$ cat config.mk
export PLATFORM = sky130hd
export DESIGN_NAME = irqc_top
export DESIGN_NICKNAME = d
export VERILOG_FILES = /design/src/rtl/irqc_pkg.sv /design/src/rtl/irqc_edge.sv /design/src/rtl/irqc_pend.sv /design/src/rtl/irqc_arb.sv /design/src/rtl/irqc_top.sv
export SDC_FILE = /design/constraint.sdc
export NUM_CORES = 1
export LEC_CHECK = 0
export ABC_CLOCK_PERIOD_IN_PS = 2500
export CAP_MARGIN = 20
export CORE_MARGIN = 2
export CORE_UTILIZATION = 52
export CTS_BUF_LIST = sky130_fd_sc_hd__clkbuf_2 sky130_fd_sc_hd__clkbuf_4 sky130_fd_sc_hd__clkbuf_8
export DETAILED_ROUTE_END_ITERATION = 6
export GPL_TIMING_DRIVEN = 0
export PLACE_DENSITY = 0.81
export SYNTH_ARGS = -nofsm -noshare
export SYNTH_HDL_FRONTEND = slang
export SYNTH_HIERARCHICAL = 1
export SYNTH_SLANG_ARGS = --single-unit
$ cat constraint.sdc
create_clock -name clk -period 2.5 [get_ports clk]
set_input_delay 0.75 -clock clk [delete_from_list [all_inputs] [get_ports clk]]
set_output_delay 0.75 -clock clk [all_outputs]
set_load 0.03 [all_outputs]
$ cat src/rtl/irqc_pkg.sv
package irqc_pkg;

  // Index of the lowest set bit. Returns -1 when no bit is set.
  function automatic int lowest_set(input logic [31:0] req, input int width);
    int idx;
    idx = -1;
    for (int b = width - 1; b >= 0; b--) begin
      if (req[b]) idx = b;
    end
    return idx;
  endfunction

  // Edge of the requested polarity between the previous and current samples.
  function automatic logic edge_seen(input logic cur, input logic prev, input logic falling);
    return falling ? (prev & ~cur) : (cur & ~prev);
  endfunction

endpackage

$ cat src/rtl/irqc_edge.sv
module irqc_edge #(
  parameter int          N         = 8,
  parameter logic [N-1:0] FALL_MASK = '0
) (
  input  logic         clk,
  input  logic         rst_n,
  input  logic [N-1:0] pin,
  output logic [N-1:0] evt
);
  import irqc_pkg::*;

  for (genvar i = 0; i < N; i++) begin : g_pin
    logic meta_q, sync_q, last_q;
    always_ff @(posedge clk or negedge rst_n) begin
      if (!rst_n) begin
        meta_q <= 1'b0;
        sync_q <= 1'b0;
        last_q <= 1'b0;
      end else begin
        meta_q <= pin[i];
        sync_q <= meta_q;
        last_q <= sync_q;
      end
    end
    assign evt[i] = edge_seen(sync_q, last_q, FALL_MASK[i]);
  end

endmodule

$ cat src/rtl/irqc_pend.sv
module irqc_pend #(
  parameter int N = 8
) (
  input  logic         clk,
  input  logic         rst_n,
  input  logic [N-1:0] ext_set,
  input  logic [N-1:0] ext_clr,
  input  logic         trap_set,
  input  logic         trap_clr,
  output logic [N-1:0] ext_pend,
  output logic         trap_pend
);

  // A new event in the same cycle as a clear wins, so it is never lost.
  always_ff @(posedge clk or negedge rst_n) begin
    if (!rst_n) begin
      ext_pend  <= '0;
      trap_pend <= 1'b0;
    end else begin
      ext_pend  <= (ext_pend & ~ext_clr) | ext_set;
      trap_pend <= (trap_pend & ~trap_clr) | trap_set;
    end
  end

endmodule

$ cat src/rtl/irqc_arb.sv
module irqc_arb #(
  parameter int N_SRC = 12,
  parameter int VEC_W = 4
) (
  input  logic             clk,
  input  logic             rst_n,
  input  logic [N_SRC-1:0] cand,
  input  logic             instr_end,
  input  logic             ack,
  output logic             accept,
  output logic             irq_valid,
  output logic [VEC_W-1:0] irq_vec
);
  import irqc_pkg::*;

  logic [31:0]      cand_w;
  logic [VEC_W-1:0] winner;

  assign cand_w = 32'(cand);
  assign winner = VEC_W'(lowest_set(cand_w, N_SRC));
  assign accept = instr_end & ~irq_valid & (|cand);

  always_ff @(posedge clk or negedge rst_n) begin
    if (!rst_n) begin
      irq_valid <= 1'b0;
      irq_vec   <= '0;
    end else if (accept) begin
      irq_valid <= 1'b1;
      irq_vec   <= winner;
    end else if (ack) begin
      irq_valid <= 1'b0;
    end
  end

endmodule

$ cat src/rtl/irqc_top.sv
module irqc_top #(
  parameter int            N_EXT     = 8,
  parameter int            N_PER     = 3,
  parameter logic [N_EXT-1:0] EXT_FALL = 8'b1100_1100,
  parameter logic [N_PER-1:0] PER_HALT = 3'b010,
  localparam int           N_SRC     = 1 + N_EXT + N_PER,
  localparam int           VEC_W     = $clog2(N_SRC)
) (
  input  logic             clk,
  input  logic             rst_n,
  input  logic [N_EXT-1:0] ext_pin,
  input  logic [N_EXT-1:0] ext_en,
  input  logic [N_PER-1:0] per_req,
  input  logic             trap_req,
  input  logic             instr_end,
  input  logic             ack,
  input  logic             iret,
  input  logic             mask_load,
  input  logic             mask_val,
  output logic             irq_valid,
  output logic [VEC_W-1:0] irq_vec,
  output logic             global_mask,
  output logic             wake_light,
  output logic             wake_deep
);

  logic [N_EXT-1:0] ext_evt, ext_pend, ext_clr, ext_live;
  logic             trap_pend, trap_clr, accept, taken;
  logic [N_SRC-1:0] cand, clr_onehot;

  irqc_edge #(.N(N_EXT), .FALL_MASK(EXT_FALL)) u_edge (
    .clk(clk), .rst_n(rst_n), .pin(ext_pin), .evt(ext_evt)
  );

  irqc_pend #(.N(N_EXT)) u_pend (
    .clk(clk), .rst_n(rst_n),
    .ext_set(ext_evt), .ext_clr(ext_clr),
    .trap_set(trap_req), .trap_clr(trap_clr),
    .ext_pend(ext_pend), .trap_pend(trap_pend)
  );

  assign ext_live = ext_pend & ext_en;

  // Source order: trap, external pins, peripherals.
  assign cand[0] = trap_pend;
  for (genvar i = 0; i < N_EXT; i++) begin : g_ext_cand
    assign cand[1 + i] = ext_live[i] & ~global_mask;
  end
  for (genvar j = 0; j < N_PER; j++) begin : g_per_cand
    assign cand[1 + N_EXT + j] = per_req[j] & ~global_mask;
  end

  irqc_arb #(.N_SRC(N_SRC), .VEC_W(VEC_W)) u_arb (
    .clk(clk), .rst_n(rst_n), .cand(cand), .instr_end(instr_end), .ack(ack),
    .accept(accept), .irq_valid(irq_valid), .irq_vec(irq_vec)
  );

  // Clear the latch of the source being acknowledged.
  assign taken = ack & irq_valid;
  for (genvar s = 0; s < N_SRC; s++) begin : g_clr
    assign clr_onehot[s] = taken & (irq_vec == VEC_W'(s));
  end
  assign trap_clr = clr_onehot[0];
  assign ext_clr  = clr_onehot[N_EXT:1];

  always_ff @(posedge clk or negedge rst_n) begin
    if (!rst_n)         global_mask <= 1'b1;
    else if (accept)    global_mask <= 1'b1;
    else if (iret)      global_mask <= 1'b0;
    else if (mask_load) global_mask <= mask_val;
  end

  assign wake_light = trap_pend | (|ext_live) | (|per_req);
  assign wake_deep  = (|ext_live) | (|(per_req & PER_HALT));

endmodule

=== Word level (Yosys, flattened, before mapping) ===
Cells that the tools add are included.

* Register bits: 39
* Input bits: 27
* Logic and storage cells: 111

* Equal/unequal tests: 8
* Mux-type cells: 17
* Bitwise logic cells: 51
* Reductions and logical operators: 6

{| class="wikitable"
|+ Operators by type and width
! cell !! number
|-
| 2-to-1 mux 4 bit || 11
|-
| bitwise AND 1 bit || 32
|-
| bitwise AND 8 bit || 2
|-
| equality test 4 x 3 -> 1 bit (second input constant) || 4
|-
| OR reduction 12 bit || 1
|-
| inverter 1 bit || 11
|-
| equality test 4 x 2 -> 1 bit (second input constant) || 2
|-
| inverter 8 bit || 1
|-
| OR 8 bit || 1
|-
| OR reduction 8 bit || 1
|-
| 2-to-1 mux 1 bit || 5
|-
| equality test 4 x 1 -> 1 bit (second input constant) || 1
|-
| equality test 4 bit (second input constant) || 1
|-
| logical NOT 4 bit || 1
|-
| OR 1 bit || 4
|-
| 2-to-1 mux 3 bit || 1
|-
| nonzero test 3 bit || 1
|-
| OR reduction 3 bit || 1
|-
| nonzero test 2 bit || 1
|}

=== Longest topological paths before layout ===
* Depth in word-level cells: 14
* Mapped depth: 6

=== Modules after synthesis ===
Netlist, hierarchy kept.

{| class="wikitable"
|+ Modules (own cells, without submodules)
! module !! instances !! cells an instance !! area each (um^2) !! sequential area each (um^2)
|-
| irqc_edge || 1 || 32 || 710.7 || 600.6
|-
| irqc_arb || 1 || 32 || 347.8 || 125.1
|-
| irqc_pend || 1 || 27 || 326.6 || 225.2
|-
| irqc_top || 1 || 45 || 250.2 || 26.3
|}

=== Worst setup path before layout ===
OpenSTA, ideal clock, no wires.

* Path kind: input port to output port
* From: input port ext_en[5]
* To: output port wake_light
* Data arrival time: 2.093 ns
* Required time: 1.750 ns
* Path slack: -0.343 ns
* Stages: 3
* Cell sequence: a222oi_1 -> nand4_1 -> or4_1

* Cells in the longest elaborated chain, start to end: 4

{| class="wikitable"
|+ Ends and longest elaborated chain
! item !! line !! RTL
|-
| start: declaration || irqc_top.sv:12 || <nowiki>input logic [N_EXT-1:0] ext_en,</nowiki>
|-
| bitwise AND 8 bit || irqc_top.sv:42 || <nowiki>assign ext_live = ext_pend & ext_en;</nowiki>
|-
| OR reduction 8 bit || irqc_top.sv:73 || <nowiki>assign wake_light = trap_pend | (|ext_live) | (|per_req);</nowiki>
|-
| OR 1 bit (2 in series) || irqc_top.sv:73 ||
|-
| end: declaration || irqc_top.sv:23 || <nowiki>output logic wake_light,</nowiki>
|}

No other way between the ends.

=== Worst setup path after layout ===
* From: input port per_req[1]
* To: output port wake_light

* Cells in the longest elaborated chain, start to end: 2

{| class="wikitable"
|+ Ends and longest elaborated chain
! item !! line !! RTL
|-
| start: declaration || irqc_top.sv:13 || <nowiki>input logic [N_PER-1:0] per_req,</nowiki>
|-
| OR reduction 3 bit || irqc_top.sv:73 ||
|-
| OR 1 bit || irqc_top.sv:73 ||
|}

No other way between the ends.

==> results.toml <==
[finish]
multi_input_area_um2 = 623
fillCellCount = 218
layout.cells.non_filler = 222
syn_to_final_growth_pct = 27.9
final_nets = 204
drive_gt1_frac = 0.180
antenna_cells = 0
seq_area_um2 = 977

[yosys]
ys_top_cells_by_area = "dfrtp_1 (58%), nor2b_4 (6.7%), a21o_1 (4.1%)"
async_flop_share = 1.00
synthesis.area_um2 = 1640
synth_cell_types = 33
yosysSeqAreaShare = 0.598
yosys.area.top_type = "dfrtp_1"
yosys_warnings = 6
ys.flop_type = "dfrtp_1"
synth_most_common_cell = "dfrtp_1"
synth_edf_count = 0
ys_ff_latch = 39
synth.avg_cell_area_um2 = 12.0
netlist_instances = 136
syn_nets = 163
ys_top_cells_by_count = "dfrtp_1 (38), nor2_1 (18), inv_1 (12)"
synth_top_area_frac = 0.581

[clock_network]
post_cts_buffers = 0
cts_tree = "done"
cts-root-buf = "clkbuf_4"
cts_hold_buf = 0
clk_latency_ns = 0.34
clkSinkCount = 39
cts.clk_slew.worst_paths_ns = 0.10
cts_buffers = 5
cts-htree-levels = 2
clockBufferDepth = 2

[detailed_routing]
postRouteAntennaNets = 0
wirelength_um = 3020
route.detailed.drc = 0
routed-via-count = 1135
wl_per_cell_um = 13.6
via_per_inst = 5.11
drt-initial-drc-count = 38
firstDrtPassIters = 4

[power]
ir_drop_v = 0.000449
powerDensity_nw_per_um2 = 849
leakage_nw = 0.884

[sta]
hold_violations = 0
fmax_ghz = 0.362
max_slew.worst_pin.slew_ns = 0.832
slew_headroom = 0.445
rsz0062_at_grt = "true"
hold-worst-slack_ns = 0.357
setup_viol = 2
maxSlewViolCount = 0
min_period_over_period = 1.10
min_period_ns = 2.76
fin_skew_ns = 0.00974
layout_setup_ws_ns = -0.260

[worst_setup_path]
worst_setup_path_start_kind = "input port"
end_kind = "primary output"
critical_path_class = "input port to primary output"
cp_max_fo = 2
cp_data_arrival_time_ns = 2.01
cp_data_required_time_ns = 1.75

[global_routing]
grt_pass1_vias = 1194
grt_use_total = 0.197
grt_max_degree = 40
grt_overflow = 0
grt_pass1_wl_um = 5040
antenna_found_initial = 0

[status]
violations = "setup timing"
status = "complete, but fails checks"

[place]
port_buffers = 34
dp_cells = 214
place_congestion = 0.875
dp_hpwl_um = 2250

[min_path]
min_path_type = "register to register"

[die]
die_w_um = 60.1
start_util = 0.540
die_h_um = 60.1
io_pins = 35
rows = 20
dieArea_um2 = 3610
core_area_um2 = 3030

[flow_run]
maxCapViolCount = 0
-- cell type report --
type,instances,share of cell area
Sequential cell,39,0.467
Multi-Input combinational cell,84,0.298
Timing Repair Buffer,34,0.153
Clock buffer,7,0.0281
Tap cell,44,0.0263
Inverter,12,0.0215
Clock inverter,1,0.00419
Buffer,1,0.00179
-- critical path, cell delays in order --
cell and delay, ns:
clkdlybuf4s50_1 0.42, a21oi_1 0.12, nand4_1 0.13, or4_4 0.44
buf_6 0.15
-- per-stage QoR --
stage	worst slack, ns	setup TNS [ns]	area, um2	total power, W	util
finish	-0.260	-0.322	2090	0.00178	0.691
global route	-0.324	-0.452	2090	0.00189	0.691
CTS	-0.359	-0.419	2100	0.00179	0.693
detailed placement	-1.05	-1.91	2030	0.00144	0.670
global placement	-0.994	-6.32	2030	0.00142	0.672
floorplan	-0.261	-0.261	1640	0.00122	-
-- cell families (layout without fill, tap and decap cells) --
kind of cell,Yosys count,count (layout),share of synthesized area
buffers and inverters,13,55,0.0298
AO/OA/AOI/OAI,24,24,0.126
AND/OR/NAND/NOR,57,57,0.222
flip-flops,39,39,0.598
multiplexers,3,3,0.0245
-- layer usage --
metal | track usage | share of wire
met5 | 0 | 0
met4 | 0.105 | 0.026
met3 | 0.0671 | 0.063
met2 | 0.337 | 0.50
met1 | 0.212 | 0.41
-- where the power goes --
group	leakage, nW	switching (W)	internal (W)	total [W]
Clock	0.0389	0.000191	0.000150	0.000341
Combinational	0.409	0.000323	0.000276	0.000598
Sequential	0.436	0.000111	0.000725	0.000836
-- worst paths after layout --
kind	startpoint	endpoint	slack (ns)	cells past startpoint
worst max-delay path	per_req[1]	wake_light	-0.26	5
worst min-delay path	u_edge/g_pin[3].meta_q$_DFF_PN0_	u_edge/g_pin[3].sync_q$_DFF_PN0_	0.36	0
worst max register to register	global_mask$_DFFE_PN1P_	u_arb/irq_vec[0]$_DFFE_PN0P_	0.14	6
worst min register to register	u_edge/g_pin[3].meta_q$_DFF_PN0_	u_edge/g_pin[3].sync_q$_DFF_PN0_	0.36	0
max in group asynchronous	rst_n	u_edge/g_pin[2].sync_q$_DFF_PN0_	1.48	1
min in group asynchronous	rst_n	u_arb/irq_valid$_DFFE_PN0P_	0.50	1
-- state kept, by name, indices dropped and copies added, names as in the netlist --
signal               count
u_edge/g_pin.last_q      8
u_edge/g_pin.meta_q      8
u_edge/g_pin.sync_q      8
u_pend/ext_pend          8
u_arb/irq_vec            4
global_mask              1
u_arb/irq_valid          1
u_pend/trap_pend         1
-- cells in the final DEF (no fill, tap or decap), types with 2 or more instances in the layout --
cell / instances
dfrtp_1: 38
clkdlybuf4s50_1: 23
nor2_1: 18
inv_1: 12
nand2_1: 10
a21o_1: 9
nor2b_4: 8
clkbuf_4: 6
dlygate4sd2_1: 6
nand2b_1: 5
nor2b_1: 4
a21oi_1: 3
or4_4: 3
buf_2: 3
nor3_1: 2
a22oi_2: 2
buf_6: 2
mux2_4: 2
-- what timing repair did --
action                     CTS  global route
setup endpoints to repair    2             2
pin swaps                    6             3
resized for setup           27             1
Note: power is estimated with default switching activity, not from simulation.
